<file path="config.mk">
export PLATFORM = sky130hd
export DESIGN_NAME = sp_label_engine
export DESIGN_NICKNAME = d
export VERILOG_FILES = /design/src/rtl/sp_pkg.sv /design/src/rtl/sp_adj_mem.sv /design/src/rtl/sp_min_select.sv /design/src/rtl/sp_label_file.sv /design/src/rtl/sp_label_engine.sv
export SDC_FILE = /design/constraint.sdc
export NUM_CORES = 2
export LEC_CHECK = 0
export ABC_AREA = 0
export BUFFER_PORTS_ARGS = -buffer_cell sky130_fd_sc_hd__buf_2
export CAP_MARGIN = 0
export CORE_MARGIN = 1
export CORE_UTILIZATION = 40
export DETAILED_ROUTE_END_ITERATION = 12
export HOLD_SLACK_MARGIN = 0.08
export SYNTH_ARGS = -nofsm -noshare
export SYNTH_HDL_FRONTEND = slang
export SYNTH_SLANG_ARGS = --single-unit
</file>
<file path="constraint.sdc">
create_clock -name clk_i -period 40.3 [get_ports clk_i]
set_clock_uncertainty 0.05 [all_clocks]
set_input_delay 10.075 -clock clk_i [delete_from_list [all_inputs] [get_ports clk_i]]
set_output_delay 10.075 -clock clk_i [all_outputs]
set_load 0.02 [all_outputs]
</file>
<file path="src/rtl/sp_pkg.sv">
package sp_pkg;
  typedef enum logic [2:0] {
    ST_IDLE,
    ST_FETCH,
    ST_RELAX,
    ST_SELECT,
    ST_DONE
  } sp_state_e;

  // Distance width: one code above the longest possible path is kept as infinity.
  function automatic int dist_width(input int n, input int cw);
    return $clog2((n - 1) * ((1 << cw) - 1) + 2);
  endfunction
endpackage

</file>
<file path="src/rtl/sp_adj_mem.sv">
module sp_adj_mem #(
  parameter int N_NODES = 8,
  parameter int COST_W  = 8,
  localparam int IDX_W  = $clog2(N_NODES),
  localparam int ADDR_W = 2 * IDX_W,
  localparam int DEPTH  = 1 << ADDR_W
) (
  input  logic              clk_i,
  input  logic              rst_ni,
  input  logic              we_i,
  input  logic [ADDR_W-1:0] waddr_i,
  input  logic [COST_W-1:0] wdata_i,
  input  logic [ADDR_W-1:0] raddr_i,
  output logic [COST_W-1:0] rdata_o
);
  logic [DEPTH-1:0][COST_W-1:0] mem_q;

  always_ff @(posedge clk_i or negedge rst_ni) begin
    if (!rst_ni) begin
      mem_q <= '1;
    end else if (we_i) begin
      mem_q[waddr_i] <= wdata_i;
    end
  end

  assign rdata_o = mem_q[raddr_i];
endmodule

</file>
<file path="src/rtl/sp_min_select.sv">
module sp_min_select #(
  parameter int N_NODES = 8,
  parameter int DIST_W  = 11,
  localparam int IDX_W  = $clog2(N_NODES)
) (
  input  logic [N_NODES-1:0][DIST_W-1:0] dist_i,
  input  logic [N_NODES-1:0]             elig_i,
  output logic                           valid_o,
  output logic [IDX_W-1:0]               idx_o,
  output logic [DIST_W-1:0]              min_o
);
  always_comb begin
    valid_o = 1'b0;
    idx_o   = '0;
    min_o   = '1;
    // strict compare keeps the lowest index on ties
    for (int j = 0; j < N_NODES; j++) begin
      if (elig_i[j] && (!valid_o || dist_i[j] < min_o)) begin
        valid_o = 1'b1;
        idx_o   = IDX_W'(j);
        min_o   = dist_i[j];
      end
    end
  end
endmodule

</file>
<file path="src/rtl/sp_label_file.sv">
module sp_label_file #(
  parameter int N_NODES = 8,
  parameter int COST_W  = 8,
  parameter int DIST_W  = 11,
  localparam int IDX_W  = $clog2(N_NODES),
  localparam int LBL_W  = 1 + IDX_W + DIST_W
) (
  input  logic                           clk_i,
  input  logic                           rst_ni,
  input  logic                           init_i,
  input  logic [IDX_W-1:0]               src_i,
  input  logic                           relax_i,
  input  logic [IDX_W-1:0]               cur_i,
  input  logic [N_NODES-1:0][COST_W-1:0] row_i,
  input  logic                           mark_i,
  input  logic [IDX_W-1:0]               mark_idx_i,
  input  logic [IDX_W-1:0]               rd_addr_i,
  output logic [LBL_W-1:0]               rd_data_o,
  output logic [N_NODES-1:0][DIST_W-1:0] dist_o,
  output logic [N_NODES-1:0]             known_o
);
  logic [N_NODES-1:0]             known_q;
  logic [N_NODES-1:0][IDX_W-1:0]  pred_q;
  logic [N_NODES-1:0][DIST_W-1:0] dist_q;
  logic [N_NODES-1:0][DIST_W:0]   cand_w;
  logic [N_NODES-1:0]             upd_w;
  logic [DIST_W-1:0]              cur_dist_w;

  assign cur_dist_w = dist_q[cur_i];

  for (genvar j = 0; j < N_NODES; j++) begin : g_node
    assign cand_w[j] = {1'b0, cur_dist_w} + (DIST_W+1)'(row_i[j]);
    assign upd_w[j]  = !known_q[j] && (row_i[j] != '1) && (cand_w[j] < {1'b0, dist_q[j]});

    always_ff @(posedge clk_i or negedge rst_ni) begin
      if (!rst_ni) begin
        known_q[j] <= 1'b0;
        pred_q[j]  <= '0;
        dist_q[j]  <= '1;
      end else if (init_i) begin
        known_q[j] <= (src_i == IDX_W'(j));
        pred_q[j]  <= src_i;
        dist_q[j]  <= (src_i == IDX_W'(j)) ? '0 : '1;
      end else if (relax_i && upd_w[j]) begin
        pred_q[j]  <= cur_i;
        dist_q[j]  <= cand_w[j][DIST_W-1:0];
      end else if (mark_i && mark_idx_i == IDX_W'(j)) begin
        known_q[j] <= 1'b1;
      end
    end

    assert_known_sticky_R5: assert property (@(posedge clk_i) disable iff (!rst_ni)
      (!init_i && known_q[j]) |=> known_q[j]);

    assert_dist_monotone_R5: assert property (@(posedge clk_i) disable iff (!rst_ni)
      !init_i |=> dist_q[j] <= $past(dist_q[j]));
  end

  assign rd_data_o = {known_q[rd_addr_i], pred_q[rd_addr_i], dist_q[rd_addr_i]};
  assign dist_o    = dist_q;
  assign known_o   = known_q;
endmodule

</file>
<file path="src/rtl/sp_label_engine.sv">
module sp_label_engine #(
  parameter int N_NODES = 8,
  parameter int COST_W  = 8,
  localparam int IDX_W  = $clog2(N_NODES),
  localparam int ADDR_W = 2 * IDX_W,
  localparam int DIST_W = sp_pkg::dist_width(N_NODES, COST_W),
  localparam int LBL_W  = 1 + IDX_W + DIST_W
) (
  input  logic              clk_i,
  input  logic              rst_ni,
  input  logic              adj_we_i,
  input  logic [ADDR_W-1:0] adj_waddr_i,
  input  logic [COST_W-1:0] adj_wdata_i,
  input  logic              start_i,
  input  logic [IDX_W-1:0]  src_i,
  output logic              busy_o,
  output logic              done_o,
  input  logic [IDX_W-1:0]  lbl_raddr_i,
  output logic [LBL_W-1:0]  lbl_rdata_o
);
  import sp_pkg::*;

  localparam logic [IDX_W-1:0] LAST_IDX = IDX_W'(N_NODES - 1);

  sp_state_e                      state_q;
  logic [IDX_W-1:0]               cur_q;
  logic [IDX_W-1:0]               cnt_q;
  logic [N_NODES-1:0][COST_W-1:0] row_q;
  logic [COST_W-1:0]              adj_rdata_w;
  logic [N_NODES-1:0][DIST_W-1:0] dist_w;
  logic [N_NODES-1:0]             known_w;
  logic [N_NODES-1:0]             elig_w;
  logic                           sel_valid_w;
  logic [IDX_W-1:0]               sel_idx_w;
  logic [DIST_W-1:0]              sel_min_w;
  logic                           idle_w;

  assign idle_w = (state_q == ST_IDLE);

  sp_adj_mem #(.N_NODES(N_NODES), .COST_W(COST_W)) u_adj (
    .clk_i   (clk_i),
    .rst_ni  (rst_ni),
    .we_i    (adj_we_i && idle_w),
    .waddr_i (adj_waddr_i),
    .wdata_i (adj_wdata_i),
    .raddr_i ({cur_q, cnt_q}),
    .rdata_o (adj_rdata_w)
  );

  sp_label_file #(.N_NODES(N_NODES), .COST_W(COST_W), .DIST_W(DIST_W)) u_lbl (
    .clk_i      (clk_i),
    .rst_ni     (rst_ni),
    .init_i     (idle_w && start_i),
    .src_i      (src_i),
    .relax_i    (state_q == ST_RELAX),
    .cur_i      (cur_q),
    .row_i      (row_q),
    .mark_i     ((state_q == ST_SELECT) && sel_valid_w),
    .mark_idx_i (sel_idx_w),
    .rd_addr_i  (lbl_raddr_i),
    .rd_data_o  (lbl_rdata_o),
    .dist_o     (dist_w),
    .known_o    (known_w)
  );

  for (genvar j = 0; j < N_NODES; j++) begin : g_elig
    assign elig_w[j] = !known_w[j] && (dist_w[j] != '1);

    assert_sel_min_R8: assert property (@(posedge clk_i) disable iff (!rst_ni)
      (sel_valid_w && elig_w[j]) |-> sel_min_w <= dist_w[j]);

    assert_sel_tie_R8: assert property (@(posedge clk_i) disable iff (!rst_ni)
      (sel_valid_w && elig_w[j] && dist_w[j] == sel_min_w) |-> sel_idx_w <= IDX_W'(j));
  end

  sp_min_select #(.N_NODES(N_NODES), .DIST_W(DIST_W)) u_min (
    .dist_i  (dist_w),
    .elig_i  (elig_w),
    .valid_o (sel_valid_w),
    .idx_o   (sel_idx_w),
    .min_o   (sel_min_w)
  );

  always_ff @(posedge clk_i or negedge rst_ni) begin
    if (!rst_ni) begin
      state_q <= ST_IDLE;
      cur_q   <= '0;
      cnt_q   <= '0;
      row_q   <= '1;
    end else begin
      unique case (state_q)
        ST_IDLE: if (start_i) begin
          cur_q   <= src_i;
          cnt_q   <= '0;
          state_q <= ST_FETCH;
        end
        ST_FETCH: begin
          row_q[cnt_q] <= adj_rdata_w;
          if (cnt_q == LAST_IDX) begin
            cnt_q   <= '0;
            state_q <= ST_RELAX;
          end else begin
            cnt_q <= cnt_q + 1'b1;
          end
        end
        ST_RELAX: state_q <= ST_SELECT;
        ST_SELECT: begin
          if (sel_valid_w) begin
            cur_q   <= sel_idx_w;
            state_q <= ST_FETCH;
          end else begin
            state_q <= ST_DONE;
          end
        end
        ST_DONE: state_q <= ST_IDLE;
        default: state_q <= ST_IDLE;
      endcase
    end
  end

  assign busy_o = !idle_w;
  assign done_o = (state_q == ST_DONE);

  assert_done_pulse_R9: assert property (@(posedge clk_i) disable iff (!rst_ni)
    done_o |=> (!done_o && !busy_o));

  assert_start_busy_R4: assert property (@(posedge clk_i) disable iff (!rst_ni)
    (!busy_o && start_i) |=> busy_o);

  assert_done_has_busy_R9: assert property (@(posedge clk_i) disable iff (!rst_ni)
    done_o |-> busy_o);
endmodule

</file>
==> PnR_summary.wiki <==
{| class="wikitable"
! Metric !! Value
|-
| Deepest clock path buffer count || 3
|-
| Initial DRC count || 2,317
|-
| Main combinational cell family by area after synthesis || multiplexers
|-
| Path type of the worst setup path || in2out
|-
| Maximum cell stage delay along the critical path || 0.66 ns
|-
| RD Place Congestion || 0.957
|-
| Number of buffers inserted by hold repair at cts || 0
|-
| Run status || finished, final reports clean
|-
| Final Slew Violations || 0
|-
| H-Tree Depth || 3
|-
| Number of antenna violations at the first check in global routing || 6
|-
| Total number of yosys warnings || 0
|-
| CTS Buf Count || between 70 and 80
|-
| Largest fanout of any net on the critical path || 30
|-
| Max frequency || 45.5 MHz
|-
| Worst path slowest cell || sky130_fd_sc_hd__buf_2
|-
| Die Y || 324 microns
|-
| Post-CTS Repair Setup Buffers || 0
|-
| Synthesized-area fraction occupied by xor and xnor cells || 1.65%
|-
| Final Routed Wirelength || between 100 and 150 mm
|-
| Data arrival time at the worst-slack endpoint || 11.86 ns
|-
| Via count of the first global-routing pass || between 20,000 and 30,000
|-
| Initial cell density of the core || 40.5%
|-
| Clock latency reported for the late side of the worst-skew pair || 0.66 ns
|-
| Average wire length per cell after detail routing || 24.8 microns
|-
| Clock tree from TritonCTS || done
|-
| Area of the mapped netlist || approximately 41,000 sq um
|-
| CP Capture Type || output pin
|-
| Routed via count || around 30,000
|-
| Site row count || 117
|-
| Core Box Area || about 100,000 sq um
|-
| Transition time at the pin with the least slew margin || 1.23 ns
|-
| Launching element type of the critical path || input pin
|-
| Synth top area share || 42.1%
|-
| Commonest register cell after synthesis || sky130_fd_sc_hd__dfstp_2
|-
| Synthesized area divided by synthesized cell count || 11.0 sq um
|-
| Number of setup violations in the final report || 0
|-
| Number of library cell types mapped by synthesis || 87
|-
| Overall global routing resource usage || about a quarter
|-
| Post-layout net count || roughly 3,900
|-
| Basic-gate share of the synthesized area counting and, or, nand and nor cells || 8.71%
|-
| Clock sink count || 705
|-
| Net count after synthesis || 3,996
|-
| Sequential fraction of the synthesis area || 44.6%
|-
| Count of unresolved DRC violations after routing || 0
|-
| GR Overflow Total || 0
|-
| Total of flip-flops plus latches after synthesis || 705
|-
| Routed Antenna Nets || 0
|-
| Final critical path time including I/O delays and setup || 21.99 ns
|-
| Clock-pin transition on the worst setup and hold timing paths || 0.05 ns
|-
| Number of vias per cell after detailed routing || 5.82
|-
| Number of enable-type register cells in the synthesized netlist || 0
|-
| Half-perimeter wire length after detailed placement || 84.9 mm
|-
| Max Cap Viol || 0
|-
| Fraction of the mapped netlist area in compound gates || between 10 and 15%
|-
| Syn Inst Count || 3,753
|-
| Number of detailed-route iterations in the first pass || 5
|-
| Count of pins on the block boundary || 41
|-
| Type of the tightest min-delay check || reg2reg
|-
| Die Area || 105,000 sq um
|-
| RSZ-0062 raised after global routing || no
|-
| Cell with the most instances on the worst path || sky130_fd_sc_hd__buf_2
|-
| Period utilisation layout || 54.6%
|-
| Cell Chain, Critical Path || buf_2 -> mux4_2 -> o21ai_0 -> buf_2
|-
| First-pass GRT wire length || 192 mm
|-
| Area growth from synthesis to layout || 10.3%
|-
| Layout cell share with drive strength beyond 1 || approximately 43%
|-
| Accumulated negative setup slack || 0 ns
|-
| Count of cells resized by post-cts repair || 0
|-
| Worst endpoint required time || 30.17 ns
|-
| Count of final hold-check violations || 0
|-
| Input/output buffers || 40
|-
| Pin count of the biggest net entering global routing || 177
|-
| Yosys top cell by area || sky130_fd_sc_hd__dfstp_2
|-
| Die boundary width || around 320 microns
|-
| Multiplexer fraction of the synthesized cell area || roughly 22%
|-
| Largest cells by area after synthesis || sky130_fd_sc_hd__dfstp_2 (42%), sky130_fd_sc_hd__mux2_2 (17%), sky130_fd_sc_hd__ha_1 (6.4%)
|-
| Fraction of registers with async set/reset || 100%
|-
| CTS root buf || sky130_fd_sc_hd__clkbuf_16
|-
| Worst max-slew margin expressed relative to the limit || 17.7%
|-
| Adder and majority gate portion of the synthesized area || 6.76%
|}
critical path: cells and delay by family:
kind                   cells  cell delay (ns)
buffers and inverters      2             0.89
multiplexers               1             0.60
AO/OA/AOI/OAI              1             0.29
routing by layer:
layer	wire length, microns	vias to the layer above	GRT usage (%)
li1	-	13500	-
met1	55700	15200	32.7
met2	58300	920	38.6
met3	7650	259	4.10
met4	5470	12	9.86
met5	132	-	0.509
sequential cells by signal (all words and copies together) (netlist names):
register,cells
u_lbl.dist_o,88
u_adj.mem_q,512
cur_q,3
u_lbl.known_o,8
cnt_q,3
row_q,64
u_lbl.pred_q,24
state_q,3
logic make-up (layout without fill, tap and decap cells):
logic type	after synthesis	in the layout
simple gates	801	801
flops	705	705
mux	782	782
buf+inv	398	412
other cells	0	1
fa+ha+maj	219	219
compound gates	770	770
xor+xnor	78	78
stage by stage:
stage                     utilization, %  area [sq um]  hold slack [ns]  worst slack, ns  std cells
final                               44.7         45700            0.469            18.31       5136
after global routing                44.7         45700            0.472            18.19       5136
after CTS                           44.7         45700            0.469            18.32       5135
after detailed placement            42.1         43000            0.457            18.32       4993
after global placement              42.1         43000            0.448            18.37       4993
after floorplan                        -         41400            0.425            18.51       3753
path summary, 6_finish.rpt:
check / cells past startpoint / end / from / slack [ns]
max: 4 / lbl_rdata_o[7] / lbl_raddr_i[0] / 18.31
min: 1 / u_lbl.pred_q[10] / u_lbl.pred_q[10] / 0.47
max reg2reg: 87 / u_lbl.known_o[2] / u_lbl.known_o[0] / 21.07
min reg2reg: 1 / u_lbl.pred_q[10] / u_lbl.pred_q[10] / 0.47
max in group asynchronous: 4 / u_adj.mem_q[120] / rst_ni / 27.70
min in group asynchronous: 1 / u_lbl.pred_q[18] / rst_ni / 9.39
Yosys cell counts, types with 37 or more instances:
library cell               count
sky130_fd_sc_hd__ha_1        211
sky130_fd_sc_hd__inv_1       166
sky130_fd_sc_hd__nand4_1      38
sky130_fd_sc_hd__mux4_2       55
sky130_fd_sc_hd__a221oi_1     45
sky130_fd_sc_hd__o21ai_0     175
sky130_fd_sc_hd__nor2_1      277
sky130_fd_sc_hd__dfrtp_1      41
sky130_fd_sc_hd__a31oi_1      75
sky130_fd_sc_hd__dfstp_2     664
sky130_fd_sc_hd__mux2_2      634
sky130_fd_sc_hd__nand2_1     266
sky130_fd_sc_hd__xnor2_1      61
sky130_fd_sc_hd__clkbuf_1    193
sky130_fd_sc_hd__mux2i_1      92
sky130_fd_sc_hd__nand3_1      62
sky130_fd_sc_hd__a21oi_1     206
sky130_fd_sc_hd__nor2b_1      37
sky130_fd_sc_hd__a22oi_1      61
area by class of cell:
cell class,count,area (sq um)
well taps,1368,1710
diodes,1,2.50
clock buffers,124,2400
clock inverters,18,284
repair buffers,102,688
multi-input cells,2650,21500
fillers,9611,56500
flip-flops and latches,705,18500
inverters,168,631
layout by cell type (no fill, tap or decap), types with 34 or more instances in the layout:
cell type                   instances
sky130_fd_sc_hd__a21oi_1          206
sky130_fd_sc_hd__a221oi_1          45
sky130_fd_sc_hd__a22oi_1           61
sky130_fd_sc_hd__a31oi_1           75
sky130_fd_sc_hd__buf_2             39
sky130_fd_sc_hd__buf_4             61
sky130_fd_sc_hd__clkbuf_16         82
sky130_fd_sc_hd__dfrtp_1           35
sky130_fd_sc_hd__dfstp_2          664
sky130_fd_sc_hd__ha_1             211
sky130_fd_sc_hd__inv_1            166
sky130_fd_sc_hd__mux2_2           634
sky130_fd_sc_hd__mux2i_1           91
sky130_fd_sc_hd__mux4_2            55
sky130_fd_sc_hd__nand2_1          265
sky130_fd_sc_hd__nand3_1           62
sky130_fd_sc_hd__nand4_1           38
sky130_fd_sc_hd__nor2_1           276
sky130_fd_sc_hd__nor2b_1           34
sky130_fd_sc_hd__o21ai_0          172
sky130_fd_sc_hd__o21bai_1          34
sky130_fd_sc_hd__xnor2_1           61
Power is left out: the tool's default activity adds up to more than one toggle a clock period on the data nets, which glitch-free logic cannot reach.
